--- config.mk ---
export PLATFORM = sky130hd
export DESIGN_NAME = pwm_bank
export DESIGN_NICKNAME = d
export VERILOG_FILES = /design/src/rtl/pwm_pkg.sv /design/src/rtl/pwm_regs.sv /design/src/rtl/pwm_timebase.sv /design/src/rtl/pwm_channel.sv /design/src/rtl/pwm_bank.sv
export SDC_FILE = /design/constraint.sdc
export NUM_CORES = 1
export LEC_CHECK = 0
export BUFFER_PORTS_ARGS = -buffer_cell sky130_fd_sc_hd__buf_2
export CAP_MARGIN = 20
export CORE_MARGIN = 3
export CORE_UTILIZATION = 35
export DETAILED_ROUTE_END_ITERATION = 10
export PLACE_DENSITY = 0.57
export SLEW_MARGIN = 20
export SYNTH_ARGS = -nofsm -noshare
export SYNTH_HDL_FRONTEND = slang
export SYNTH_SLANG_ARGS = --single-unit
--- constraint.sdc ---
create_clock -name clk -period 2.44 [get_ports clk]
set_clock_uncertainty 0.05 [all_clocks]
set_input_delay 0 -clock clk [delete_from_list [all_inputs] [get_ports clk]]
set_output_delay 0 -clock clk [all_outputs]
set_load 0.05 [all_outputs]
--- src/rtl/pwm_pkg.sv ---
package pwm_pkg;
    localparam int unsigned ADDR_W     = 4;
    localparam logic [ADDR_W-1:0] A_WRAP  = 4'd8;
    localparam logic [ADDR_W-1:0] A_COUNT = 4'd9;
    localparam logic [ADDR_W-1:0] A_CTRL  = 4'd10;
    localparam logic [ADDR_W-1:0] A_INV   = 4'd11;
    localparam logic [ADDR_W-1:0] A_EN    = 4'd12;
    localparam logic [7:0] CTRL_RESET = 8'h0C;
endpackage

--- src/rtl/pwm_regs.sv ---
module pwm_regs
    import pwm_pkg::*;
#(
    parameter int CH = 8,
    parameter int DW = 8
) (
    input  logic                   clk,
    input  logic                   rst_n,
    input  logic                   wr_en,
    input  logic [ADDR_W-1:0]      addr,
    input  logic [DW-1:0]          wdata,
    output logic [CH-1:0][DW-1:0]  duty,
    output logic [DW-1:0]          wrap,
    output logic [DW-1:0]          ctrl,
    output logic [CH-1:0]          inv,
    output logic [CH-1:0]          en
);
    localparam int CIW = (CH > 1) ? $clog2(CH) : 1;

    typedef struct packed {
        logic [CH-1:0][DW-1:0] duty;
        logic [DW-1:0]         wrap;
        logic [DW-1:0]         ctrl;
        logic [CH-1:0]         inv;
        logic [CH-1:0]         en;
    } regs_t;

    regs_t r_d, r_q;

    always_comb begin
        r_d = r_q;
        if (wr_en) begin
            if (int'(addr) < CH) begin
                r_d.duty[addr[CIW-1:0]] = wdata;
            end else begin
                case (addr)
                    A_WRAP:  r_d.wrap = wdata;
                    A_CTRL:  r_d.ctrl = wdata;
                    A_INV:   r_d.inv  = wdata[CH-1:0];
                    A_EN:    r_d.en   = wdata[CH-1:0];
                    default: ;
                endcase
            end
        end
    end

    always_ff @(posedge clk or negedge rst_n) begin
        if (!rst_n) begin
            r_q.duty <= '0;
            r_q.wrap <= '1;
            r_q.ctrl <= DW'(CTRL_RESET);
            r_q.inv  <= '0;
            r_q.en   <= '0;
        end else begin
            r_q <= r_d;
        end
    end

    assign duty = r_q.duty;
    assign wrap = r_q.wrap;
    assign ctrl = r_q.ctrl;
    assign inv  = r_q.inv;
    assign en   = r_q.en;
endmodule

--- src/rtl/pwm_timebase.sv ---
module pwm_timebase #(
    parameter int DW = 8
) (
    input  logic          clk,
    input  logic          rst_n,
    input  logic [DW-1:0] ctrl,
    input  logic [DW-1:0] wrap,
    output logic [DW-1:0] cnt,
    output logic          wrap_evt
);
    typedef struct packed {
        logic [DW-1:0] pre;
        logic [DW-1:0] cnt;
    } tb_t;

    tb_t t_d, t_q;
    logic          halt;
    logic          tick;
    logic [DW-1:0] limit;

    assign halt  = ctrl[DW-1];
    assign limit = {ctrl[DW-2:0], 1'b1};
    assign tick  = !halt && (t_q.pre >= limit);
    assign wrap_evt = tick && (t_q.cnt >= wrap);

    always_comb begin
        t_d = t_q;
        if (halt || tick) t_d.pre = '0;
        else              t_d.pre = t_q.pre + 1'b1;
        if (tick) begin
            if (t_q.cnt >= wrap) t_d.cnt = '0;
            else                 t_d.cnt = t_q.cnt + 1'b1;
        end
    end

    always_ff @(posedge clk or negedge rst_n) begin
        if (!rst_n) t_q <= '0;
        else        t_q <= t_d;
    end

    assign cnt = t_q.cnt;
endmodule

--- src/rtl/pwm_channel.sv ---
module pwm_channel #(
    parameter int DW = 8
) (
    input  logic          clk,
    input  logic          rst_n,
    input  logic          wrap_evt,
    input  logic [DW-1:0] duty_stage,
    input  logic [DW-1:0] cnt,
    input  logic          inv,
    input  logic          en,
    output logic [DW-1:0] duty_act,
    output logic          pwm
);
    logic [DW-1:0] act_d, act_q;

    always_comb begin
        act_d = act_q;
        if (wrap_evt) act_d = duty_stage;
    end

    always_ff @(posedge clk or negedge rst_n) begin
        if (!rst_n) act_q <= '0;
        else        act_q <= act_d;
    end

    assign duty_act = act_q;
    assign pwm      = en & ((cnt < act_q) ^ inv);
endmodule

--- src/rtl/pwm_bank.sv ---
module pwm_bank
    import pwm_pkg::*;
#(
    parameter int CH = 8,
    parameter int DW = 8
) (
    input  logic              clk,
    input  logic              rst_n,
    input  logic              wr_en,
    input  logic [ADDR_W-1:0] addr,
    input  logic [DW-1:0]     wdata,
    output logic [DW-1:0]     rdata,
    output logic [CH-1:0]     pwm_o
);
    localparam int CIW = (CH > 1) ? $clog2(CH) : 1;

    logic [CH-1:0][DW-1:0] duty;
    logic [CH-1:0][DW-1:0] act_all;
    logic [DW-1:0]         wrap;
    logic [DW-1:0]         ctrl;
    logic [CH-1:0]         inv;
    logic [CH-1:0]         en_mask;
    logic [DW-1:0]         cnt;
    logic                  wrap_evt;

    pwm_regs #(.CH(CH), .DW(DW)) u_regs (
        .clk(clk), .rst_n(rst_n), .wr_en(wr_en), .addr(addr), .wdata(wdata),
        .duty(duty), .wrap(wrap), .ctrl(ctrl), .inv(inv), .en(en_mask)
    );

    pwm_timebase #(.DW(DW)) u_tb (
        .clk(clk), .rst_n(rst_n), .ctrl(ctrl), .wrap(wrap),
        .cnt(cnt), .wrap_evt(wrap_evt)
    );

    for (genvar i = 0; i < CH; i++) begin : g_ch
        pwm_channel #(.DW(DW)) u_ch (
            .clk(clk), .rst_n(rst_n), .wrap_evt(wrap_evt),
            .duty_stage(duty[i]), .cnt(cnt), .inv(inv[i]), .en(en_mask[i]),
            .duty_act(act_all[i]), .pwm(pwm_o[i])
        );
    end

    always_comb begin
        rdata = '0;
        if (int'(addr) < CH) begin
            rdata = duty[addr[CIW-1:0]];
        end else begin
            case (addr)
                A_WRAP:  rdata = wrap;
                A_COUNT: rdata = cnt;
                A_CTRL:  rdata = ctrl;
                A_INV:   rdata = DW'(inv);
                A_EN:    rdata = DW'(en_mask);
                default: rdata = '0;
            endcase
        end
    end
endmodule

==> flow_summary.yaml <==
run_status:
  status: "finished with violations"
  failed_checks: "setup timing"
power:
  report.power.total_mw: 8.28
  vdd.ir_drop.worst_uv: 394
  powerDensity_mw_per_mm2: 702
  p_leak_nw: 5.38
worst_setup_path:
  reg2reg_to: "g_ch[3].u_ch.duty_act[3]"
  cp.required_ps: 2390
  rr_startpoint: "u_regs.ctrl[2]"
  cp_max_fo: 8
  crit_top_cell: "a21o_1"
  max_stage_delay_ps: 410
  worstSetupPathType: "flop to primary output"
  arrival_ps: 2450
  worstPathCellList: "buf_12, ha_4, a21o_1, a21o_1, a21oi_2, o31a_1, mux2i_2, buf_6"
  reg2reg_depth: 10
  cp_slowest_cell: "dfrtp_1"
  startpoint_type: "flop"
  critPathCaptureType: "primary output"
  rrSetupSlack_ps: 60
layout:
  instances_no_fill: 1270
  areaGrowthSynthToFinish_pct: 18.8
  seqCellArea_mm2: 0.00442
  final_util_pct: 42.3
  final_nets: 967
  diodes: 0
  fin_area_mm2: 0.0118
  layout_commonest_cell: "dfrtp_1"
  drive_gt1_share_pct: 36.2
  multi_input_area_mm2: 0.00519
  mostFrequentLayoutCells: "dfrtp_1, mux2_2, inv_1, ha_1, mux2_4"
  fill_cells: 2605
timing:
  clock.fmax_mhz: 400
  finalHoldViolCount: 0
  tns_ps: -133
  relSlewSlack_pct: 36.3
  hold-worst-slack_ps: 30.3
  worst_pin_slew_ps: 955
  rsz0062_at_grt: "true"
  period_minus_slack_ps: 2500
  slew_violations: 0
  setup_ws_ps: -59.7
  finalSetupViolCount: 4
  fin_crit_sh_pct: 102
die:
  ios: 31
  die_x_um: 174
  fp.dieArea_mm2: 0.0304
  start_util_pct: 35.6
  row_count: 61
  die_h_um: 174
  core_area_mm2: 0.0279
placement:
  dp_hpwl_um: 17800
  io_buffer_count: 30
  post-place-ws_ps: 21.0
  dpl.cell_count: 1215
  postPlaceCellArea_mm2: 0.0107
  gp_congestion: 0.806
worst_hold_path:
  min_path_type: "input port to asynchronous set/reset pin"
global_routing:
  grt_max_degree: 55
  track_usage_pct: 16.8
  antenna_found_initial: 1
  grt_pass1_vias: 6562
  grt_pass1_wl_um: 38800
  grt_overflow: 0
job:
  drv_cap: 0
clock_tree:
  clk_pin_slew_ps: 70
  clkSinkCount: 176
  cts_tree: "done"
  clk_latency_ps: 440
  h-tree-depth: 4
  cts_buffer_depth: 2
  cts_root_buf: "clkbuf_16"
  cts_buffers: 17
yosys:
  synth-edff-count: 0
  syn-num-nets: 895
  synth_top_area_cell: "dfrtp_1"
  synth_cells: 807
  yosysSeqAreaShare_pct: 44.5
  netlist_area_mm2: 0.00993
  yosys_warnings: 0
  async_flop_share_pct: 100
  yosysUniqueCellTypes: 44
  ys_seq_elements: 176
  synthTopCellsByArea: "dfrtp_1, mux2_2, ha_1"
  avgSynthCellArea_um2: 12.3
  ys.flop_type: "dfrtp_1"
  yosysTopAreaCellShare_pct: 41.8
drt:
  drt_pass1_iterations: 6
  viasPerCell: 5.01
  vias: 6363
  finalWirelength_um: 25300
  ant_nets: 0
  wl_per_cell_um: 19.9
  route.detailed.drc: 0
  drtIter0Drc: 411
[state kept, by name, summed over array words and instances, names as in the netlist]
register            flops
g_ch.u_ch.duty_act     64
u_regs.duty            64
u_regs.ctrl             8
u_regs.en               8
u_regs.inv              8
u_regs.wrap             8
u_tb.cnt                8
u_tb.t_q                8
[power by group]
group	total, mW	internal (mW)	switching (mW)
combinational	1.76	0.816	0.942
sequential	3.73	3.36	0.364
clock	2.79	1.47	1.33
total	8.28	5.64	2.63
[metal layers]
metal	up-vias	GRT usage [%]	part of all wire [%]
met5	-	0	0.028
met4	2	3.75	1.1
met3	24	3.04	5.0
met2	113	27.3	47
met1	3210	23.6	46
li1	3014	-	-
[cell usage after synthesis, types with 4 or more instances]
master    instances
nor2b_1           8
inv_1            74
o31a_1            8
ha_1             73
a211oi_1         12
nand2_1          50
mux2_1            7
nor2_1           21
a21oi_1          16
buf_4            10
buf_6             6
o221ai_1          7
clkbuf_1         15
xor2_1            4
nand4_1           9
nand3_1          13
dfstp_2          10
mux4_2           16
mux2i_1          31
mux2_4           60
o21ai_0          23
buf_2             8
mux2_2           84
nand2b_1         22
dfrtp_1         166
and3_1            6
a21o_1           24
[logic make-up after synthesis]
| logic type | synth area share, % |
|---|---|
| compound gates | 7.29 |
| mux | 26.2 |
| simple gates | 7.13 |
| xor+xnor | 0.529 |
| flops | 44.5 |
| buf+inv | 5.21 |
| fa+ha+maj | 9.20 |
[worst max-delay path: cells and delay by family (launching register included)]
family                   cells  cell delay [ps]
buffers and inverters        2              370
adder cells (fa/ha/maj)      1              220
AO/OA/AOI/OAI                4              690
flip-flops                   1              410
multiplexers                 1              320
[cell type report]
class                           instances  share of cell area, %
Timing Repair Buffer                   92                   7.13
Sequential cell                       176                   37.4
Clock buffer                           17                   3.61
Clock inverter                         15                   1.43
Tap cell                              378                   4.01
Multi-Input combinational cell        518                   44.0
Inverter                               74                   2.35
[how the worst max path moves through the flow]
stage | startpoint | to | slack [ps] | depth (start not counted)
2_1_floorplan | u_regs.ctrl[2] | g_ch[0].u_ch.duty_act[0] | 170 | 8
3_3_place_gp | u_regs.ctrl[2] | g_ch[1].u_ch.duty_act[4] | 40 | 8
3_5_place_dp | u_regs.ctrl[2] | g_ch[1].u_ch.duty_act[6] | 20 | 8
4_1_cts | u_tb.cnt[5] | pwm_o[3] | -80 | 8
5_1_grt | u_tb.cnt[5] | pwm_o[3] | -140 | 8
6_report | u_tb.cnt[5] | pwm_o[5] | -60 | 8
[repair_timing]
item | CTS | global route
setup buffers | 5 | 6
endpoints found under the hold margin | 132 | 0
endpoints found under the setup margin | 8 | 67
hold buffers | 9 | 0
resized for setup | 27 | 22
cloned | 0 | 3
pin swaps | 15 | 12
Power figures use the tool's default switching activity.
